--- config.mk ---
export PLATFORM = sky130hd
export DESIGN_NAME = apb_wdog
export DESIGN_NICKNAME = d
export VERILOG_FILES = /design/src/rtl/wdog_pkg.sv /design/src/rtl/wdog_counter.sv /design/src/rtl/wdog_regs.sv /design/src/rtl/apb_wdog.sv
export SDC_FILE = /design/constraint.sdc
export NUM_CORES = 1
export LEC_CHECK = 0
export BUFFER_PORTS_ARGS = -buffer_cell sky130_fd_sc_hd__clkbuf_2
export CAP_MARGIN = 20
export CORE_ASPECT_RATIO = 2
export CORE_MARGIN = 4
export CORE_UTILIZATION = 51
export DETAILED_ROUTE_END_ITERATION = 16
export PLACE_DENSITY = 0.77
export SLEW_MARGIN = 20
export SYNTH_ARGS = -nofsm -noshare
export SYNTH_HDL_FRONTEND = slang
export SYNTH_HIERARCHICAL = 1
export SYNTH_SLANG_ARGS = --single-unit
--- constraint.sdc ---
create_clock -name pclk -period 2.55 [get_ports pclk]
set_clock_uncertainty 0.05 [all_clocks]
set_input_delay 0.1275 -clock pclk [delete_from_list [all_inputs] [get_ports pclk]]
set_output_delay 0.1275 -clock pclk [all_outputs]
set_load 0.05 [all_outputs]
--- src/rtl/wdog_pkg.sv ---
// Shared offsets, key and identification bytes for the watchdog.
package wdog_pkg;
    localparam logic [11:0] OFS_LOAD  = 12'h000;
    localparam logic [11:0] OFS_COUNT = 12'h004;
    localparam logic [11:0] OFS_CTRL  = 12'h008;
    localparam logic [11:0] OFS_SERV  = 12'h00C;
    localparam logic [11:0] OFS_RAW   = 12'h010;
    localparam logic [11:0] OFS_MASK  = 12'h014;
    localparam logic [11:0] OFS_TEST  = 12'h418;
    localparam logic [11:0] OFS_KEY   = 12'hC00;
    localparam logic [11:0] OFS_TCTL  = 12'hF00;
    localparam logic [11:0] OFS_TOUT  = 12'hF04;
    localparam logic [11:0] OFS_ID    = 12'hFD0;
    localparam int unsigned ID_COUNT  = 12;
    localparam logic [31:0] UNLOCK_KEY = 32'h1ACCE551;

    // Identification byte idx (0 = lowest offset) for the selected flavour.
    function automatic logic [7:0] id_byte(input logic alt, input logic [3:0] idx);
        case (idx)
            4'd0:    return alt ? 8'h00 : 8'h04;
            4'd4:    return alt ? 8'h05 : 8'h24;
            4'd5:    return alt ? 8'h18 : 8'hB8;
            4'd6:    return alt ? 8'h18 : 8'h1B;
            4'd7:    return alt ? 8'h01 : 8'h00;
            4'd8:    return 8'h0D;
            4'd9:    return 8'hF0;
            4'd10:   return 8'h05;
            4'd11:   return 8'hB1;
            default: return 8'h00;
        endcase
    endfunction
endpackage

--- src/rtl/wdog_counter.sv ---
// Down-counter with two-stage expiry.
// Assumes load_wr and clr_wr are never high together (one bus write per cycle).
module wdog_counter #(
    parameter int CNT_W = 32
) (
    input  logic             clk,
    input  logic             rst_n,
    input  logic             tick_en,
    input  logic             load_wr,
    input  logic             clr_wr,
    input  logic [CNT_W-1:0] wdata,
    output logic [CNT_W-1:0] load_q,
    output logic [CNT_W-1:0] count_q,
    output logic             running_q,
    output logic             ris_q,
    output logic             rs_q
);
    localparam logic [CNT_W-1:0] ALL_ONES = '1;

    logic expire;
    assign expire = tick_en && running_q && (count_q == '0) && !load_wr && !clr_wr;

    // Reload value register.
    always_ff @(posedge clk) begin
        if (!rst_n)       load_q <= ALL_ONES;
        else if (load_wr) load_q <= wdata;
    end

    // Count and run state: writes take priority over ticks.
    always_ff @(posedge clk) begin
        if (!rst_n) begin
            count_q   <= ALL_ONES;
            running_q <= 1'b1;
        end else if (load_wr) begin
            count_q   <= wdata;
            running_q <= 1'b1;
        end else if (clr_wr) begin
            count_q   <= load_q;
        end else if (expire) begin
            if (!ris_q) count_q   <= load_q;
            else        running_q <= 1'b0;
        end else if (tick_en && running_q) begin
            count_q   <= count_q - 1'b1;
        end
    end

    // Raw interrupt: set on the first expiry, cleared by service.
    always_ff @(posedge clk) begin
        if (!rst_n || clr_wr) ris_q <= 1'b0;
        else if (expire)      ris_q <= 1'b1;
    end

    // Reset status: sticky until bus reset.
    always_ff @(posedge clk) begin
        if (!rst_n)                rs_q <= 1'b0;
        else if (expire && ris_q)  rs_q <= 1'b1;
    end
endmodule

--- src/rtl/wdog_regs.sv ---
// Control, key and test registers plus write decode for the counter.
// Assumes wr_en marks an APB access-phase write.
module wdog_regs
    import wdog_pkg::*;
#(
    parameter int ADDR_W      = 12,
    parameter bit ALT_VARIANT = 1'b0
) (
    input  logic              clk,
    input  logic              rst_n,
    input  logic              wr_en,
    input  logic [ADDR_W-1:0] addr,
    input  logic [31:0]       wdata,
    output logic [1:0]        ctrl_q,
    output logic              lock_q,
    output logic              itcr_q,
    output logic [1:0]        itop_q,
    output logic              test_q,
    output logic              load_wr,
    output logic              clr_wr
);
    logic open_wr;
    assign open_wr = wr_en && !lock_q;
    assign load_wr = open_wr && (addr == ADDR_W'(OFS_LOAD));
    assign clr_wr  = open_wr && (addr == ADDR_W'(OFS_SERV));

    // Key register: any write to it is accepted, locked or not.
    always_ff @(posedge clk) begin
        if (!rst_n)                                  lock_q <= 1'b0;
        else if (wr_en && addr == ADDR_W'(OFS_KEY))  lock_q <= (wdata != UNLOCK_KEY);
    end

    // Control register, optionally frozen once the interrupt is enabled.
    always_ff @(posedge clk) begin
        if (!rst_n) ctrl_q <= 2'b00;
        else if (open_wr && addr == ADDR_W'(OFS_CTRL) && !(ALT_VARIANT && ctrl_q[0]))
            ctrl_q <= wdata[1:0];
    end

    generate
        if (!ALT_VARIANT) begin : g_itest
            // Test control and test output registers.
            always_ff @(posedge clk) begin
                if (!rst_n) begin
                    itcr_q <= 1'b0;
                    itop_q <= 2'b00;
                end else if (open_wr && addr == ADDR_W'(OFS_TCTL)) begin
                    itcr_q <= wdata[0];
                end else if (open_wr && addr == ADDR_W'(OFS_TOUT)) begin
                    itop_q <= wdata[1:0];
                end
            end
            assign test_q = 1'b0;
        end else begin : g_alt
            // One-bit test register of the alternate flavour.
            always_ff @(posedge clk) begin
                if (!rst_n)                                    test_q <= 1'b0;
                else if (open_wr && addr == ADDR_W'(OFS_TEST)) test_q <= wdata[0];
            end
            assign itcr_q = 1'b0;
            assign itop_q = 2'b00;
        end
    endgenerate
endmodule

--- src/rtl/apb_wdog.sv ---
// Top of the two-stage watchdog: APB decode, read mux and output select.
// Assumes ADDR_W >= 12 and CNT_W <= 32; no wait states, no slave errors.
module apb_wdog
    import wdog_pkg::*;
#(
    parameter int ADDR_W      = 12,
    parameter int CNT_W       = 32,
    parameter bit ALT_VARIANT = 1'b0
) (
    input  logic              pclk,
    input  logic              presetn,
    input  logic              psel,
    input  logic              penable,
    input  logic              pwrite,
    input  logic [ADDR_W-1:0] paddr,
    input  logic [31:0]       pwdata,
    output logic [31:0]       prdata,
    output logic              pready,
    output logic              pslverr,
    input  logic              tick_en,
    output logic              irq_o,
    output logic              rst_req_o
);
    localparam logic [ADDR_W-1:0] ID_LO = ADDR_W'(OFS_ID);

    logic [CNT_W-1:0]  load_q, count_q;
    logic              running_q, ris_q, rs_q;
    logic [1:0]        ctrl_q, itop_q;
    logic              lock_q, itcr_q, test_q;
    logic              load_wr, clr_wr, wr_en;
    logic [ADDR_W-1:0] id_off;

    assign wr_en   = psel && penable && pwrite;
    assign pready  = 1'b1;
    assign pslverr = 1'b0;

    wdog_regs #(.ADDR_W(ADDR_W), .ALT_VARIANT(ALT_VARIANT)) u_regs (
        .clk(pclk), .rst_n(presetn), .wr_en(wr_en), .addr(paddr), .wdata(pwdata),
        .ctrl_q(ctrl_q), .lock_q(lock_q), .itcr_q(itcr_q), .itop_q(itop_q),
        .test_q(test_q), .load_wr(load_wr), .clr_wr(clr_wr)
    );

    wdog_counter #(.CNT_W(CNT_W)) u_cnt (
        .clk(pclk), .rst_n(presetn), .tick_en(tick_en), .load_wr(load_wr),
        .clr_wr(clr_wr), .wdata(pwdata[CNT_W-1:0]), .load_q(load_q),
        .count_q(count_q), .running_q(running_q), .ris_q(ris_q), .rs_q(rs_q)
    );

    // Output select: test override or masked status.
    assign irq_o     = itcr_q ? itop_q[1] : (ris_q && ctrl_q[0]);
    assign rst_req_o = itcr_q ? itop_q[0] : (rs_q && ctrl_q[1]);

    assign id_off = paddr - ID_LO;

    // Read mux for the access phase.
    always_comb begin
        prdata = '0;
        if (psel && !pwrite) begin
            case (paddr)
                ADDR_W'(OFS_LOAD):  prdata = 32'(load_q);
                ADDR_W'(OFS_COUNT): prdata = 32'(count_q);
                ADDR_W'(OFS_CTRL):  prdata = {30'd0, ctrl_q};
                ADDR_W'(OFS_RAW):   prdata = {31'd0, ris_q};
                ADDR_W'(OFS_MASK):  prdata = {31'd0, ris_q && ctrl_q[0]};
                ADDR_W'(OFS_KEY):   prdata = {31'd0, lock_q};
                ADDR_W'(OFS_TCTL):  prdata = {31'd0, itcr_q};
                ADDR_W'(OFS_TEST):  prdata = {31'd0, test_q};
                default: begin
                    if (paddr >= ID_LO && id_off[1:0] == 2'b00 &&
                        id_off[ADDR_W-1:2] < (ADDR_W-2)'(ID_COUNT))
                        prdata = {24'd0, id_byte(ALT_VARIANT, id_off[5:2])};
                end
            endcase
        end
    end
endmodule

==> impl_metrics.csv <==
group,metric,value,unit
outcome,run_status,"finished clean",
timing,setup_tns,0,ps
synth,netlist_top_cells_area,"dfxtp_1, a22oi_1, nor2_1, nand2_1, a21oi_1",
route,highest_layer,"met4",
die,initial_core_util,52.1,%
timing,fmax,413,MHz
timing,tightest_slew,799,ps
critical_path,setup.worst_path.class,"reg -> reg",
placement,port_buffers,83,
global_route,antenna_found_initial,0,
route,detail-route-antenna-nets,0,
critical_path,startpoint,"u_cnt/count_q[7]",
synth,avgSynthCellArea,7.79,um2
cts,cts_sinks,73,
synth,yosysWarnings,6,
critical_path,r2r.worst_path.cells,8,
route,drt-met1-wl,6.09,mm
critical_path,cp_cell_sequence,"or4_1 -> buf_4 -> nor3_1 -> buf_4 -> nand2_1 -> xor2_1 -> a211o_1 -> a41oi_1",
critical_path,critPathMaxFanout,11,
synth,synth-edff-count,0,
cts,cts.reportedPaths.clkPinSlew,60,ps
route,first_pass_iters,5,
global_route,grt_usage,30.4,%
synth,synth_common_cells,"dfxtp_1, nor2_1, nand2_1",
final_layout,syn2layout_area_growth,29.5,%
synth,syn_area,4890,um2
critical_path,crit_slowest_cell,"or4_1",
global_route,grt.overflow.total,0,
die,die_h,147,um
critical_path,worst_ep_required_time,2760,ps
pwr,leakagePower,2.59,nW
timing,hold_viol_final,0,
critical_path,worstReg2RegEnd,"u_cnt/count_q[13]",
critical_path,cp-start-kind,"register",
die,fp.dieW,77.3,um
placement,dp_hpwl,12.8,mm
critical_path,path_delay_family,"simple AND/OR/NAND/NOR gates",
critical_path,path_buf_inv,2,
cts,cts-root-buf,"clkbuf_16",
cts,post_cts_buffers,0,
synth,async_flop_share,0,%
critical_path,critical_path_depth,8,
final_layout,drive_gt1_share,27.6,%
synth,synth_flop_cell,"dfxtp_1",
global_route,grt_pass1_vias,5795,
critical_path,reg2reg_setup_slack,130,ps
synth,synth.distinct_cells,75,
timing,slew_viol_final,0,
timing,fin_ws,127,ps
run,cap_violations,0,
route,post-route-drc-count,0,
route,wl_met2,9.16,mm
die,ioPinCount,86,
timing,relSlewSlack,46.7,%
route,met3_length,849,um
cts,cts_tree,"done",
critical_path,r2r_start,"u_cnt/count_q[7]",
synth,synthCells,628,
cts,clkLatencyLatePin,340,ps
worst_hold_path,hp-start,"pwdata[26]",
global_route,grt_first_pass_wirelength,27.7,mm
route,wl,17.3,mm
cts,cts_max_level,3,
worst_hold_path,hold_path_class,"in -> reg",
die,placementRows,50,
timing,finalSetupViolations,0,
route,routedWlPerCell,19.8,um
synth,yosysSeqAreaShare,29.9,%
synth,synth_top_cell_area_share,29.9,%
die,dieArea,11300,um2
pwr,powerDensity,439,nW/um2
die,core-area,9380,um2
synth,syn-num-nets,686,
route,viasPerCell,6.44,
final_layout,finish.instance_area,6340,um2
placement,place_area,5940,um2
timing,whs,12.9,ps
route,drt_iter0_markers,463,
global_route,grt_max_degree,83,
synth,synth_most_common_cell,"dfxtp_1",
cts,cts_made_buffers,9,
synth,synth.largest_area_cell,"dfxtp_1",
cts,cts_max_path_buffers,2,
critical_path,worstSetupEndpointType,"register",
critical_path,cp_data_arrival_time,2630,ps
timing,period_minus_slack,2420,ps
timing,fin_crit_sh,95.0,%
critical_path,critical_path.max_stage_delay,630,ps
critical_path,worst_path_most_repeated_cell,"buf_4",
placement,gp_congestion,0.924,
final_layout,nNetsFinal,822,
route,dr_total_vias,5621,
critical_path,crit_end,"u_cnt/count_q[13]",
final_layout,diodes,0,
placement,place_ws,-58.7,ps
pwr,ir_worst_vdd,388,uV
synth,synth_seq_cells,73,
==> logic make-up after synthesis <==
logic type | count (synthesis) | synth area share, %
compound gates | 179 | 25.9
xor+xnor | 16 | 2.86
fa+ha+maj | 8 | 2.05
buf+inv | 70 | 6.67
flops | 73 | 29.9
mux | 11 | 2.28
other cells | 3 | 0.230
simple gates | 268 | 30.2
==> report_power, final <==
group / switching (W) / internal [W] / leakage (nW)
clock network: 0.000522 / 0.000761 / 0.143
registers: 0.0000108 / 0.00115 / 0.594
logic: 0.000182 / 0.000149 / 1.85
total: 0.000714 / 0.00206 / 2.59
==> routing by layer <==
| metal | vias up | GRT usage, % |
|---|---|---|
| li1 | 2601 | - |
| met1 | 2704 | 30.0 |
| met2 | 244 | 56.7 |
| met3 | 72 | 4.20 |
| met4 | 0 | 21.2 |
| met5 | - | 0 |
==> worst min path at each step <==
stage | to | slack [ps] | cells after the start
CTS | u_cnt/load_q[11] | 4 | 3
finish | u_cnt/load_q[26] | 10 | 3
floorplan | u_cnt/count_q[0] | 200 | 1
global route | u_cnt/load_q[7] | 30 | 3
detailed placement | u_cnt/load_q[21] | 340 | 3
global placement | u_cnt/load_q[21] | 330 | 3
==> worst reg2reg max path, cell delays in order, from the launching register on <==
cell     delay [ps]
dfxtp_1         310
or4_1           630
buf_4           210
nor3_1          190
buf_4           230
nand2_1          90
xor2_1          160
a211o_1         300
a41oi_1         190
==> timing repair <==
action	CTS	global route
endpoints found under the setup margin	1	31
pin swaps	0	3
cloned	0	0
hold buffers	5	0
resized for setup	1	12
endpoints found under the hold margin	5	0
==> registers in the layout, indices dropped and copies added (netlist names), 2 cells and up <==
signal / count
u_cnt/count_q: 32
u_regs/itop_q: 2
u_cnt/load_q: 32
u_regs/ctrl_q: 2
==> area by class of cell <==
cell class / count / area [um2]
Timing Repair Buffer: 174 / 1180
Sequential cell: 73 / 1460
Clock buffer: 10 / 229
Clock inverter: 6 / 68.8
Tap cell: 104 / 130
Fill cell: 806 / 3050
Inverter: 21 / 78.8
Multi-Input combinational cell: 485 / 3190
==> metrics by stage <==
stage / total power, W / std cells / utilization [%]
5_1_grt: 0.00285 / 873 / 67.5
6_report: 0.00278 / 873 / 67.5
3_5_place_dp: 0.00150 / 852 / 63.3
3_3_place_gp: 0.00150 / 852 / 63.3
4_1_cts: 0.00278 / 873 / 67.0
2_1_floorplan: 0.00134 / 628 / -
==> cells in the final DEF (no fill, tap or decap), types with 6 or more instances in the layout <==
master,n
clkbuf_2,83
buf_4,79
dfxtp_1,72
nor2_1,66
nand2_1,49
a22oi_1,36
o21ai_0,28
a21oi_1,28
nand3_1,27
inv_1,21
nand2b_1,21
nor2b_1,14
nor3_1,14
nand4_1,13
a211o_1,13
mux2i_1,10
clkbuf_16,9
xor2_1,9
nor4_1,9
ha_1,8
o2111ai_1,7
o22ai_1,7
o211ai_1,7
a21boi_0,7
xnor2_1,7
nor3b_1,6
a41oi_1,6
Power figures use the tool's default switching activity.
